$ cat config.mk
export PLATFORM = sky130hd
export DESIGN_NAME = icount_preempt_sched
export DESIGN_NICKNAME = d
export VERILOG_FILES = /design/src/rtl/icps_pkg.sv /design/src/rtl/icps_table.sv /design/src/rtl/icps_counter.sv /design/src/rtl/icps_matcher.sv /design/src/rtl/icount_preempt_sched.sv
export SDC_FILE = /design/constraint.sdc
export NUM_CORES = 1
export LEC_CHECK = 0
export BUFFER_PORTS_ARGS = -buffer_cell sky130_fd_sc_hd__buf_2
export CAP_MARGIN = 25
export CELL_PAD_IN_SITES_DETAIL_PLACEMENT = 0
export CELL_PAD_IN_SITES_GLOBAL_PLACEMENT = 1
export CORE_MARGIN = 8
export CORE_UTILIZATION = 50
export CTS_CLUSTER_DIAMETER = 40
export CTS_CLUSTER_SIZE = 28
export DETAILED_ROUTE_END_ITERATION = 10
export PLACE_DENSITY_LB_ADDON = 0.12
export SETUP_SLACK_MARGIN = 0.4
export SLEW_MARGIN = 40
export SYNTH_ARGS = -nofsm -noshare
export SYNTH_HDL_FRONTEND = slang
export SYNTH_SLANG_ARGS = --single-unit
export TNS_END_PERCENT = 10
$ cat constraint.sdc
create_clock -name clk_i -period 9 [get_ports clk_i]
set_input_delay 1.8 -clock clk_i [delete_from_list [all_inputs] [get_ports clk_i]]
set_output_delay 1.8 -clock clk_i [all_outputs]
set_load 0.02 [all_outputs]
$ cat src/rtl/icps_pkg.sv
package icps_pkg;

  typedef enum logic [1:0] {
    ACT_PREEMPT = 2'd0,
    ACT_XFER    = 2'd1,
    ACT_END     = 2'd2,
    ACT_END_ALT = 2'd3
  } act_e;

  function automatic logic is_marker(act_e a);
    return a[1];
  endfunction

endpackage

$ cat src/rtl/icps_table.sv
module icps_table
  import icps_pkg::*;
#(
  parameter int unsigned N_ENTRIES = 16,
  parameter int unsigned CNT_W     = 32,
  parameter int unsigned ID_W      = 4,
  parameter int unsigned IDX_W     = 4
) (
  input  logic             clk_i,
  input  logic             rst_ni,
  input  logic             enable_i,
  input  logic             we_i,
  input  logic [IDX_W-1:0] waddr_i,
  input  logic [CNT_W-1:0] wcnt_i,
  input  act_e             wact_i,
  input  logic [ID_W-1:0]  wid_i,
  input  logic [IDX_W-1:0] raddr_i,
  output logic [CNT_W-1:0] rcnt_o,
  output act_e             ract_o,
  output logic [ID_W-1:0]  rid_o
);

  logic [CNT_W-1:0] cnt_q [N_ENTRIES];
  act_e             act_q [N_ENTRIES];
  logic [ID_W-1:0]  id_q  [N_ENTRIES];
  logic             wr_ok;

  // table is writable only while the scheduler is stopped
  assign wr_ok = we_i && !enable_i;

  always_ff @(posedge clk_i or negedge rst_ni) begin
    if (!rst_ni) begin
      for (int i = 0; i < int'(N_ENTRIES); i++) begin
        cnt_q[i] <= '0;
        act_q[i] <= ACT_END;
        id_q[i]  <= '0;
      end
    end else if (wr_ok) begin
      for (int i = 0; i < int'(N_ENTRIES); i++) begin
        if (waddr_i == IDX_W'(i)) begin
          cnt_q[i] <= wcnt_i;
          act_q[i] <= wact_i;
          id_q[i]  <= wid_i;
        end
      end
    end
  end

  assign rcnt_o = cnt_q[raddr_i];
  assign ract_o = act_q[raddr_i];
  assign rid_o  = id_q[raddr_i];

  for (genvar g = 0; g < int'(N_ENTRIES); g++) begin : g_chk
    p_locked_entry_r8: assert property (@(posedge clk_i) disable iff (!rst_ni)
      enable_i |=> ($stable(cnt_q[g]) && $stable(act_q[g]) && $stable(id_q[g])));
  end

endmodule

$ cat src/rtl/icps_counter.sv
module icps_counter #(
  parameter int unsigned CNT_W = 32
) (
  input  logic             clk_i,
  input  logic             rst_ni,
  input  logic             enable_i,
  input  logic             sync_i,
  input  logic             retire_i,
  output logic [CNT_W-1:0] cnt_o
);

  logic [CNT_W-1:0] cnt_q;

  always_ff @(posedge clk_i or negedge rst_ni) begin
    if (!rst_ni)                          cnt_q <= '0;
    else if (!enable_i || sync_i)         cnt_q <= '0;   // sync wins over retire
    else if (retire_i && (cnt_q != '1))   cnt_q <= cnt_q + CNT_W'(1);
  end

  assign cnt_o = cnt_q;

  p_sync_zero_r6: assert property (@(posedge clk_i) disable iff (!rst_ni)
    (enable_i && sync_i) |=> (cnt_o == '0));

  p_step_r2: assert property (@(posedge clk_i) disable iff (!rst_ni)
    (enable_i && !sync_i && retire_i && (cnt_o != '1)) |=> (cnt_o == $past(cnt_o) + CNT_W'(1)));

  p_hold_r2: assert property (@(posedge clk_i) disable iff (!rst_ni)
    (enable_i && !sync_i && !retire_i) |=> $stable(cnt_o));

  p_off_zero_r9: assert property (@(posedge clk_i) disable iff (!rst_ni)
    !enable_i |=> (cnt_o == '0));

endmodule

$ cat src/rtl/icps_matcher.sv
module icps_matcher
  import icps_pkg::*;
#(
  parameter int unsigned N_ENTRIES = 16,
  parameter int unsigned CNT_W     = 32,
  parameter int unsigned ID_W      = 4,
  parameter int unsigned IDX_W     = 4
) (
  input  logic             clk_i,
  input  logic             rst_ni,
  input  logic             enable_i,
  input  logic             sync_i,
  input  logic [CNT_W-1:0] cnt_i,
  input  logic [CNT_W-1:0] ent_cnt_i,
  input  act_e             ent_act_i,
  input  logic [ID_W-1:0]  ent_id_i,
  output logic [IDX_W-1:0] ptr_o,
  output logic             irq_o,
  output logic [IDX_W-1:0] irq_idx_o,
  output logic [ID_W-1:0]  irq_id_o,
  output logic             xfer_o,
  output logic [ID_W-1:0]  xfer_id_o,
  output logic             overrun_o
);

  localparam logic [IDX_W-1:0] LAST = IDX_W'(N_ENTRIES - 1);

  logic [IDX_W-1:0] ptr_q, irq_idx_q;
  logic [ID_W-1:0]  irq_id_q, xfer_id_q;
  logic             done_q, irq_q, xfer_q, ovr_q;
  logic             live, hit, miss, hit_irq, hit_xfer;

  assign live     = enable_i && !sync_i && !done_q && !is_marker(ent_act_i);
  assign hit      = live && (cnt_i == ent_cnt_i);
  assign miss     = live && (cnt_i >  ent_cnt_i);
  assign hit_irq  = hit && (ent_act_i == ACT_PREEMPT);
  assign hit_xfer = hit && (ent_act_i == ACT_XFER);

  always_ff @(posedge clk_i or negedge rst_ni) begin
    if (!rst_ni) begin
      ptr_q     <= '0;
      done_q    <= 1'b0;
      irq_q     <= 1'b0;
      xfer_q    <= 1'b0;
      irq_idx_q <= '0;
      irq_id_q  <= '0;
      xfer_id_q <= '0;
      ovr_q     <= 1'b0;
    end else begin
      irq_q     <= hit_irq;
      xfer_q    <= hit_xfer;
      irq_idx_q <= hit_irq  ? ptr_q    : '0;
      irq_id_q  <= hit_irq  ? ent_id_i : '0;
      xfer_id_q <= hit_xfer ? ent_id_i : '0;
      if (miss) ovr_q <= 1'b1;
      if (!enable_i || sync_i) begin
        ptr_q  <= '0;
        done_q <= 1'b0;
      end else if (hit || miss) begin
        if (ptr_q == LAST) done_q <= 1'b1;
        else               ptr_q  <= ptr_q + IDX_W'(1);
      end
    end
  end

  assign ptr_o     = ptr_q;
  assign irq_o     = irq_q;
  assign irq_idx_o = irq_idx_q;
  assign irq_id_o  = irq_id_q;
  assign xfer_o    = xfer_q;
  assign xfer_id_o = xfer_id_q;
  assign overrun_o = ovr_q;

  p_single_irq_r4: assert property (@(posedge clk_i) disable iff (!rst_ni)
    irq_q |=> (!irq_q || (irq_idx_q != $past(irq_idx_q))));

  p_no_back_r5: assert property (@(posedge clk_i) disable iff (!rst_ni)
    (enable_i && !sync_i) |=> (ptr_q >= $past(ptr_q)));

  p_sync_restart_r6: assert property (@(posedge clk_i) disable iff (!rst_ni)
    (enable_i && sync_i) |=> ((ptr_q == '0) && !irq_q && !xfer_q));

  p_overrun_sticky_r7: assert property (@(posedge clk_i) disable iff (!rst_ni)
    ovr_q |=> ovr_q);

  p_off_quiet_r9: assert property (@(posedge clk_i) disable iff (!rst_ni)
    !enable_i |=> (!irq_q && !xfer_q && (ptr_q == '0)));

  p_parked_quiet_r10: assert property (@(posedge clk_i) disable iff (!rst_ni)
    (enable_i && !sync_i && done_q) |=> (!irq_q && !xfer_q && $stable(ptr_q)));

endmodule

$ cat src/rtl/icount_preempt_sched.sv
module icount_preempt_sched
  import icps_pkg::*;
#(
  parameter  int unsigned N_ENTRIES = 16,
  parameter  int unsigned CNT_W     = 32,
  parameter  int unsigned ID_W      = 4,
  localparam int unsigned IDX_W     = (N_ENTRIES > 1) ? $clog2(N_ENTRIES) : 1
) (
  input  logic             clk_i,
  input  logic             rst_ni,
  input  logic             enable_i,
  input  logic             retire_i,
  input  logic             sync_i,
  input  logic             tbl_we_i,
  input  logic [IDX_W-1:0] tbl_addr_i,
  input  logic [CNT_W-1:0] tbl_cnt_i,
  input  logic [1:0]       tbl_act_i,
  input  logic [ID_W-1:0]  tbl_id_i,
  output logic             irq_o,
  output logic [IDX_W-1:0] irq_idx_o,
  output logic [ID_W-1:0]  irq_id_o,
  output logic             xfer_o,
  output logic [ID_W-1:0]  xfer_id_o,
  output logic             overrun_o
);

  logic [CNT_W-1:0] cnt;
  logic [IDX_W-1:0] ptr;
  logic [CNT_W-1:0] ent_cnt;
  act_e             ent_act;
  logic [ID_W-1:0]  ent_id;

  icps_table #(
    .N_ENTRIES(N_ENTRIES), .CNT_W(CNT_W), .ID_W(ID_W), .IDX_W(IDX_W)
  ) u_table (
    .clk_i   (clk_i),
    .rst_ni  (rst_ni),
    .enable_i(enable_i),
    .we_i    (tbl_we_i),
    .waddr_i (tbl_addr_i),
    .wcnt_i  (tbl_cnt_i),
    .wact_i  (act_e'(tbl_act_i)),
    .wid_i   (tbl_id_i),
    .raddr_i (ptr),
    .rcnt_o  (ent_cnt),
    .ract_o  (ent_act),
    .rid_o   (ent_id)
  );

  icps_counter #(.CNT_W(CNT_W)) u_counter (
    .clk_i   (clk_i),
    .rst_ni  (rst_ni),
    .enable_i(enable_i),
    .sync_i  (sync_i),
    .retire_i(retire_i),
    .cnt_o   (cnt)
  );

  icps_matcher #(
    .N_ENTRIES(N_ENTRIES), .CNT_W(CNT_W), .ID_W(ID_W), .IDX_W(IDX_W)
  ) u_matcher (
    .clk_i    (clk_i),
    .rst_ni   (rst_ni),
    .enable_i (enable_i),
    .sync_i   (sync_i),
    .cnt_i    (cnt),
    .ent_cnt_i(ent_cnt),
    .ent_act_i(ent_act),
    .ent_id_i (ent_id),
    .ptr_o    (ptr),
    .irq_o    (irq_o),
    .irq_idx_o(irq_idx_o),
    .irq_id_o (irq_id_o),
    .xfer_o   (xfer_o),
    .xfer_id_o(xfer_id_o),
    .overrun_o(overrun_o)
  );

endmodule

-- After elaboration in Yosys (flattened, before gate mapping)
Cells that the tools add are included.
- logic and storage cells: 140
- flip-flop bits (word level): 660
- input bits: 48
- multiplexer cells: 20
- magnitude comparators: 2
- equal/unequal tests: 20
- bitwise operators: 1
- add/sub/neg operators: 2
- reductions and logical operators: 38
- operators with widths (kind ; number):
    $bmux 32 s4 ; 1
    $mux 32 ; 4
    $eq 4x4->1 const B ; 9
    $reduce_and 2->1 ; 18
    $add 32x1->32 const B ; 1
    $eq 32x32->1 ; 1
    $gt 32x32->1 ; 1
    $mux 4 ; 8
    $ne 32x32->1 const B ; 1
    $bmux 4 s4 ; 1
    $eq 4x3->1 const B ; 4
    $logic_and 1x1->1 ; 9
    $bmux 2 s4 ; 1
    $eq 4x2->1 const B ; 2
    $reduce_bool 2->1 ; 3
    $ge 5x5->1 const B ; 1
    $not 4->5 ; 1
    $add 4x1->4 const B ; 1
    $eq 4x1->1 const B ; 1
    $logic_not 1->1 ; 4
    $logic_not 4->1 ; 1
    $mux 2 ; 2
    $mux 1 ; 3
    $eq 2x1->1 const B ; 1
    other kinds (3) ; 4

-- Depth between registers and ports, before layout
Gate-level depths: netlist (run 1).
- depth after elaboration: 10
- gate-level depth with buffers: 14

-- Modules after synthesis
From an unflattened synthesis (run 1), not the netlist that was laid out.
- cells, all modules: 2063
- area total of the unflattened synthesis: 30754.5 um^2
- by module, submodules not included (module ; area an instance (um^2) ; seq. area each (um^2) ; cells each ; times used):
    icps_table ; 27222.4 ; 15234.6 ; 1662 ; 1
    icps_counter ; 1846.8 ; 800.8 ; 212 ; 1
    icps_matcher ; 1685.4 ; 500.5 ; 189 ; 1

-- Worst setup path before layout (run 1)
No wires, ideal clock.
- path type: reg-to-reg
- start point: register u_matcher.ptr_q[0] (netlist: u_matcher.ptr_o[0])
- end point: register u_matcher.ptr_q[3] (netlist: u_matcher.ptr_o[3])
- stages on the path, launching flop included: 15
- clock period less this slack: 3879 ps
- data arrival time: 3785 ps
- data required time: 8906 ps
- slack: 5121 ps
- library setup time: 94 ps
- cell sequence: dfrtp_1 buf_6 buf_2 buf_2 mux4_2 mux4_2 inv_1 ha_1 a21oi_1 nand2_1 a221o_1 o31a_1 o21a_1 and3_1 a211oi_1
- cells in the longest elaborated chain, start to end: 10
- elaborated cells on any way between the ends: 22
- classes of those cells: 1 x add/sub; 1 x order compare; 3 x eq/ne; 9 x mux; 1 x bitwise; 7 x reduce/logical
- RTL lines (what ; RTL line ; RTL):
    start: declaration ; icps_matcher.sv:28 ; logic [IDX_W-1:0] ptr_q, irq_idx_q;
    start signal: assignment ; icps_matcher.sv:61 ; else ptr_q <= ptr_q + IDX_W'(1);
    branches (longest 10 deep; another with $gt 32x32->1) ; - ;
Parallel ways; which one is timed is not known. The select of a mux whose other input is x is not followed.
A chain may end at the register's enable or synchronous reset.

-- Worst setup path after layout (run 1)
- start point: register u_matcher.ptr_q[0] (netlist: u_matcher.ptr_o[0])
- end point: register u_matcher.xfer_id_q[2] (netlist: u_matcher.xfer_id_o[2])
- cells in the longest elaborated chain, start to end: 9
- elaborated cells on any way between the ends: 17
- classes of those cells: 2 x eq/ne; 10 x mux; 1 x bitwise; 4 x reduce/logical
- RTL lines (what ; RTL line ; RTL):
    $not 4->5 (not written as such) * ; icps_table.sv:49, icps_table.sv:50, icps_table.sv:51 ;
    branches (longest 7 deep; another with $bmux 32 s4) ; - ;
    $mux 4 * ; icps_matcher.sv:54 ; xfer_id_q <= hit_xfer ? ent_id_i : '0;
    end signal: assignment ; icps_matcher.sv:54 ;
    end: declaration ; icps_matcher.sv:29 ; logic [ID_W-1:0] irq_id_q, xfer_id_q;
Mark *: on every way between the ends. The select of a mux whose other input is x is not followed.

==> results.json, run 1 <==
{
  "status": "complete, no violations",
  "period_needed_ns": 4.90,
  "synthCells": 1926,
  "fmax_mhz": 204,
  "clk_latency_ns": 0.65,
  "final.setup.tns_ns": 0,
  "hold_path.class": "register to register",
  "via_per_inst": 5.95,
  "wire_per_inst_um": 25.6,
  "cp_slowest_stage_delay_ns": 0.69,
  "ioPinCount": 63,
  "hold_path_startpoint": "u_matcher.overrun_o$_DFFE_PN0P_",
  "cts_tree": "done",
  "grt_max_degree": 122,
  "synthesis.nets": 2008,
  "cts.sinks": 660,
  "crit_path_frequent_cell": "mux4_2",
  "p_int_w": 0.00703,
  "worst_r2r_startpoint": "u_matcher.ptr_o[0]$_DFFE_PN0P_",
  "grt_pass1_vias": 18400,
  "synthAdderAreaFrac_pct": 1.40,
  "worstPathCellList": "buf_12 -> buf_6 -> mux4_2 -> mux4_2 -> inv_1 -> ha_1 -> nand4_1 -> nor4bb_1 -> nand3_1 -> nor2_1 -> and3_1",
  "cap_violations": 0,
  "die_y_um": 262,
  "rows": 90,
  "setup-violations-final": 0,
  "hold_viol_final": 0,
  "synth_top_family_by_area": "multiplexers",
  "layout_common_cells": "640 x dfrtp_1, 608 x mux2_2, 189 x mux4_2, 108 x clkbuf_16, 61 x buf_2",
  "seq_area_frac_synth_pct": 54.6,
  "ys.flop_type": "dfrtp_1",
  "placed_area_um2": 31400,
  "drc_errors": 0,
  "syn_avg_cell_area_um2": 15.7,
  "synthSimpleGateAreaFrac_pct": 2.97,
  "async_flop_share_pct": 100,
  "drive_gt1_share_pct": 54.1,
  "antenna_found_initial": 5,
  "dpl.hpwl_um": 39800,
  "final_common_cell": "dfrtp_1",
  "worstPathRequired_ns": 9.58,
  "synth_warnings": 0,
  "synthMuxAreaShare_pct": 36.8,
  "switching_share_pct": 22.9,
  "p_comb_share_pct": 11.0,
  "start_kind": "register",
  "syn_to_final_growth_pct": 16.7,
  "relSlewSlack_pct": 44.5,
  "start_util_pct": 50.4,
  "power_switching_w": 0.00208,
  "die_area_um2": 68700,
  "slowest_stage": "dfrtp_4",
  "critPathTopFamily": "simple AND/OR/NAND/NOR gates",
  "coreArea_um2": 60100,
  "p_leak_nw": 15.6,
  "placed_cells": 2652,
  "ant_nets": 0,
  "stdcell_area_um2": 35300,
  "path_class": "register to register",
  "port_buffers": 62,
  "multi_input_area_um2": 13100,
  "drt-initial-drc-count": 1024,
  "fin_cells": 2852,
  "synth-compound-area-share_pct": 0.917,
  "firstDrtPassIters": 4,
  "holdWs_ns": 0.465,
  "clock_skew_ns": 0.0194,
  "post_cts_resized": 0,
  "clkPwrFrac_pct": 47.6,
  "crit_arrival_ns": 5.49,
  "grt_use_total_pct": 22.0,
  "ir_drop_uv": 148,
  "die_w_um": 262,
  "place_congestion": 0.732,
  "layout.nets": 2060,
  "root_buffer": "clkbuf_16",
  "routed_wl_um": 73100,
  "clk_pin_slew_worst_paths_ns": 0.05,
  "fill_cells": 4675,
  "totalPowerFinal_w": 0.00911,
  "post-cts-setup-buffers": 0,
  "seqPwrFrac_pct": 41.4,
  "globalRouteOverflowTotal": 0,
  "worst-path-max-fanout": 40,
  "synth_edf_count": 0,
  "grt_first_pass_wirelength_um": 114000,
  "path_buf_inv": 3,
  "synth.distinct_cells": 44,
  "cts_max_path_buffers": 3,
  "syn_area_um2": 30300,
  "post-route-period-util_pct": 54.5,
  "synth_xor_area_share_pct": 0.781,
  "ctsHoldBuffers": 0,
  "vias": 17000,
  "ys_ff_latch": 660,
  "regArea_um2": 16500,
  "p_per_area_nw_per_um2": 258,
  "rsz0062_at_grt": "false",
  "end_kind": "register",
  "worst_slew_pin_slew_ns": 0.833,
  "cts_buffers": 106,
  "cp-startpoint": "u_matcher.ptr_o[0]$_DFFE_PN0P_",
  "drv_slew": 0,
  "cts_max_level": 3
}
## flip-flops by register name, indices dropped and copies added, names as in the netlist
name / cells
u_table.cnt_q: 512
u_table.id_q: 64
u_counter.cnt_o: 32
u_table.act_q: 32
u_matcher.irq_id_o: 4
u_matcher.irq_idx_o: 4
u_matcher.ptr_o: 4
u_matcher.xfer_id_o: 4
u_matcher.done_q: 1
u_matcher.irq_o: 1
u_matcher.overrun_o: 1
u_matcher.xfer_o: 1
## final cells by class
type / count / share of cell area, %
clock inverter: 63 / 2.61
clock buffer: 134 / 8.35
multi-input combinational: 1076 / 36.9
timing repair buffer: 97 / 2.07
antenna: 3 / 0.0212
sequential: 660 / 46.8
tap: 782 / 2.77
inverter: 37 / 0.393
## metrics by stage
stage / utilization [%] / worst slack [ns]
5_1_grt: 58.7 / 3.76
3_3_place_gp: 52.1 / 3.89
3_5_place_dp: 52.3 / 3.83
6_report: 58.8 / 4.10
2_1_floorplan: - / 5.12
4_1_cts: 58.7 / 3.87
## synth_stat cells (all sizes together), types with 18 or more instances
cell type	instances	share of area, %
xor2	18	0.52
nand2	30	0.37
a21oi	18	0.30
mux4	189	14
mux2	608	23
ha	34	1.4
nor2	39	0.48
nand3	20	0.33
buf	59	0.91
dfrtp	644	53
clkbuf	94	1.2
inv	37	0.46
## per-layer routing
metal / track usage [%] / vias to the layer above / part of all wire, %
met2: 35.6 / 279 / 49
met5: 0 / - / 0.021
met3: 3.74 / 110 / 3.8
li1: - / 7317 / -
met4: 5.93 / 2 / 2.1
met1: 30.9 / 9254 / 45
## kinds of logic after synthesis
| kind of cell | count (synthesis) |
|---|---|
| xor+xnor | 27 |
| fa+ha+maj | 34 |
| flops | 660 |
| mux | 801 |
| compound gates | 44 |
| simple gates | 170 |
| buf+inv | 190 |
## worst reg2reg max path, cell delays in order (launching register included)
cell,delay (ns)
dfrtp_4,0.69
buf_12,0.27
buf_6,0.52
mux4_2,0.61
mux4_2,0.49
inv_1,0.13
ha_1,0.16
nand4_1,0.21
nor4bb_1,0.54
nand3_1,0.33
nor2_1,0.65
and3_1,0.27
## worst paths after layout
kind / end / slack [ns] / cells after the start
setup / recovery: u_matcher.xfer_id_o[2]$_DFF_PN0_ / 4.10 / 11
min in group asynchronous: u_table.cnt_q[482]$_DFFE_PN0P_ / 1.16 / 1
hold reg to reg: u_matcher.overrun_o$_DFFE_PN0P_ / 0.46 / 1
max in group asynchronous: u_table.cnt_q[348]$_DFFE_PN0P_ / 5.97 / 3
setup reg to reg: u_matcher.xfer_id_o[2]$_DFF_PN0_ / 4.10 / 11
hold / removal: u_matcher.overrun_o$_DFFE_PN0P_ / 0.46 / 1
## power groups by stage
stage,Combinational (W),Clock (W),Sequential (W)
finish,0.00100,0.00433,0.00377
global route,0.00110,0.00455,0.00384
CTS,0.00102,0.00442,0.00377
detailed placement,0.00101,0,0.00381
global placement,0.000970,0,0.00379
floorplan,0.000782,0,0.00372
(Power assumes the default switching activity.)
==> inputs of run 2 (changes only) <==
--- a/config.mk
+++ b/config.mk
@@ -5,12 +5,13 @@
 export SDC_FILE = /design/constraint.sdc
 export NUM_CORES = 1
 export LEC_CHECK = 0
+export ABC_AREA = 1
 export BUFFER_PORTS_ARGS = -buffer_cell sky130_fd_sc_hd__buf_2
 export CAP_MARGIN = 25
 export CELL_PAD_IN_SITES_DETAIL_PLACEMENT = 0
 export CELL_PAD_IN_SITES_GLOBAL_PLACEMENT = 1
 export CORE_MARGIN = 8
-export CORE_UTILIZATION = 50
+export CORE_UTILIZATION = 43
 export CTS_CLUSTER_DIAMETER = 40
 export CTS_CLUSTER_SIZE = 28
 export DETAILED_ROUTE_END_ITERATION = 10
==> constraint.sdc (replaced) <==
create_clock -name clk_i -period 4.4 [get_ports clk_i]
set_input_delay 0.88 -clock clk_i [delete_from_list [all_inputs] [get_ports clk_i]]
set_output_delay 0.88 -clock clk_i [all_outputs]
set_load 0.02 [all_outputs]
==> results.json, run 2 <==
{
  "start_kind": "register",
  "status": "complete, no violations",
  "die_y_um": 281,
  "top_usage_layer": "met2",
  "synth.distinct_cells": 51,
  "clk_latency_ns": 0.66,
  "worst_slew_pin_slew_ns": 0.866,
  "port_buffers": 62,
  "p_leak_nw": 16.5,
  "setup-violations-final": 0,
  "drc_errors": 0,
  "layout.nets": 3637,
  "ys_ff_latch": 660,
  "final_common_cell": "o21ai_0",
  "globalRouteOverflowTotal": 0,
  "cts_max_path_buffers": 3,
  "seq_area_frac_synth_pct": 54.7,
  "clock_skew_ns": 0.0141,
  "worst-path-max-fanout": 68,
  "place_congestion": 0.886,
  "drive_gt1_share_pct": 11.4,
  "hold_viol_final": 0,
  "grt_use_total_pct": 26.0,
  "layout_common_cells": "930 x o21ai_0, 780 x nand2_1, 641 x dfrtp_1, 411 x nor2_1, 118 x clkbuf_16",
  "yosysTopAreaCellShare_pct": 53.3,
  "ctsHoldBuffers": 0,
  "top_register": "u_table.cnt_q",
  "cts.sinks": 660,
  "vias": 26200,
  "slowest_stage": "dfrtp_4",
  "drt-initial-drc-count": 2618,
  "via_per_inst": 5.70,
  "root_buffer": "clkbuf_16",
  "met3_usage_pct": 5.95,
  "synth_warnings": 0,
  "cp_slowest_stage_delay_ns": 0.55,
  "clk_pin_slew_worst_paths_ns": 0.06,
  "crit_arrival_ns": 4.27,
  "wire_per_inst_um": 22.4,
  "r2r_slack_ns": 0.68,
  "ioPinCount": 63,
  "coreArea_um2": 69800,
  "worstPathRequired_ns": 4.95,
  "final.setup.tns_ns": 0,
  "grt_first_pass_wirelength_um": 158000,
  "worstPathCellList": "buf_12 -> buf_12 -> o21ai_0 -> o22ai_1 -> o21ai_0 -> a31oi_1 -> nor2_1 -> ha_1 -> nand2_1 -> nor2_1 -> nand3_1 -> nor2_2 -> nand3_1 -> nand2_1 -> inv_1 -> nand2_2 -> nand2_1 -> nand2_1 -> nand2_1",
  "crit_path_frequent_cell": "nand2_1",
  "end_kind": "register",
  "cap_violations": 0,
  "placed_area_um2": 31600,
  "gr-usage-met1_pct": 36.1,
  "hold_path.class": "input pin to async pin",
  "ys.flop_type": "dfrtp_1",
  "grt_max_degree": 117,
  "fill_cells": 6579,
  "syn_avg_cell_area_um2": 8.41,
  "dpl.hpwl_um": 60100,
  "antenna_found_initial": 8,
  "synthesis.nets": 3674,
  "drv_slew": 0,
  "synth_edf_count": 0,
  "ant_nets": 0,
  "period_needed_ns": 3.72,
  "cts_buffers": 115,
  "yosys.area.top_type": "dfrtp_1",
  "routed_wl_um": 103000,
  "post-route-period-util_pct": 84.7,
  "syn_to_final_growth_pct": 18.4,
  "grt_pass1_vias": 25600,
  "largest_registers": "u_table.cnt_q x512, u_table.id_q x64",
  "holdWs_ns": 0.0939,
  "relSlewSlack_pct": 42.3,
  "cts_max_level": 3,
  "async_flop_share_pct": 100,
  "rsz0062_at_grt": "false",
  "stdcell_area_um2": 35800,
  "start_util_pct": 43.3,
  "syn_area_um2": 30200,
  "path_class": "register to register",
  "use_met2_pct": 39.4,
  "fmax_mhz": 268,
  "largest_reg_flops": 512,
  "synthCells": 3592,
  "rows": 97,
  "yosys-top-cells-area": "dfrtp_1 53%, o21ai_0 15%, nand2_1 9.9%",
  "cts_tree": "done",
  "synth_most_common_cell": "o21ai_0",
  "synth_common_cells": "930 x o21ai_0, 796 x nand2_1, 644 x dfrtp_1",
  "p_per_area_nw_per_um2": 538,
  "firstDrtPassIters": 6,
  "ir_drop_uv": 365,
  "die_area_um2": 79000,
  "die_w_um": 281
}
## run 2: cell count changes in the layout (fill, tap and decap cells not counted), moves of 15 or more
cell and delta:
o21ai_0 +924, nand2_1 +759, mux2_2 -608, nor2_1 +373
mux4_2 -189, o22ai_1 +91, inv_1 +60, o221ai_1 +44
buf_4 +32, buf_12 +21, nand3_1 +17, a221oi_1 +15
## run 2: timing repair
| action | CTS | global route |
|---|---|---|
| setup endpoints to repair | 14 | 19 |
| endpoints found under the hold margin | 0 | 0 |
| setup buffers | 0 | 2 |
| resized for setup | 1 | 10 |
| gates cloned | 0 | 1 |
## run 2: cell type report
class	count	area [µm²]	area share [%]
clock inverters	68	826	2.31
inverters	105	430	1.20
multi-input cells	2532	12300	34.3
flip-flops and latches	660	16500	46.2
clock buffers	151	3250	9.07
repair buffers	140	1260	3.53
repair inverters	1	11.3	0.0315
diodes	2	5.00	0.0140
well taps	940	1180	3.29
## run 2: worst paths after layout
kind / start / end / cells after the start
hold / removal: rst_ni / u_matcher.irq_id_o[0]$_DFF_PN0_ / 1
setup reg to reg: u_matcher.ptr_o[0]$_DFFE_PN0P_ / u_matcher.ptr_o[0]$_DFFE_PN0P_ / 19
max in group asynchronous: rst_ni / u_table.cnt_q[331]$_DFFE_PN0P_ / 3
setup / recovery: u_matcher.ptr_o[0]$_DFFE_PN0P_ / u_matcher.ptr_o[0]$_DFFE_PN0P_ / 19
min in group clk_i: u_table.cnt_q[310]$_DFFE_PN0P_ / u_table.cnt_q[310]$_DFFE_PN0P_ / 2
hold reg to reg: u_table.cnt_q[310]$_DFFE_PN0P_ / u_table.cnt_q[310]$_DFFE_PN0P_ / 2
## run 2: stage by stage
stage               setup slack [ns]  util [%]  instances  power, W
global placement               0.322      45.2       4374   0.00995
CTS                            0.437      51.1       4593    0.0193
floorplan                       1.56         -       3592   0.00916
global route                   0.450      51.3       4598    0.0202
detailed placement             0.296      45.3       4374    0.0100
finish                         0.675      51.3       4599    0.0192
## run 2: power breakdown
group          internal, W  leakage (nW)  switching [W]
clock              0.00600          1.98        0.00326
sequential         0.00714          8.56       0.000551
combinational     0.000837          6.00        0.00146
total               0.0140          16.5        0.00527
## run 2: cells by family (layout without fill, tap and decap cells)
group	Yosys count	in the layout	share of synthesized area (%)
flops	660	660	54.7
fa+ha+maj	34	34	1.41
simple gates	1319	1319	17.2
buf+inv	400	465	5.31
other cells	0	2	0
xor+xnor	9	9	0.261
compound gates	1170	1170	21.1
## run 2: per-layer routing
metal	wire length, µm	part of all wire [%]
met2	45500	44
met3	8750	8.5
met1	45400	44
met5	27	0.026
met4	3250	3.2
## run 2: critical path: cells and delay by family (launching register included)
kind	cells	cell delay, ns
flip-flops	1	0.55
AND/OR/NAND/NOR	11	1.30
buffers and inverters	3	0.46
AO/OA/AOI/OAI	4	0.90
adder cells (fa/ha/maj)	1	0.31
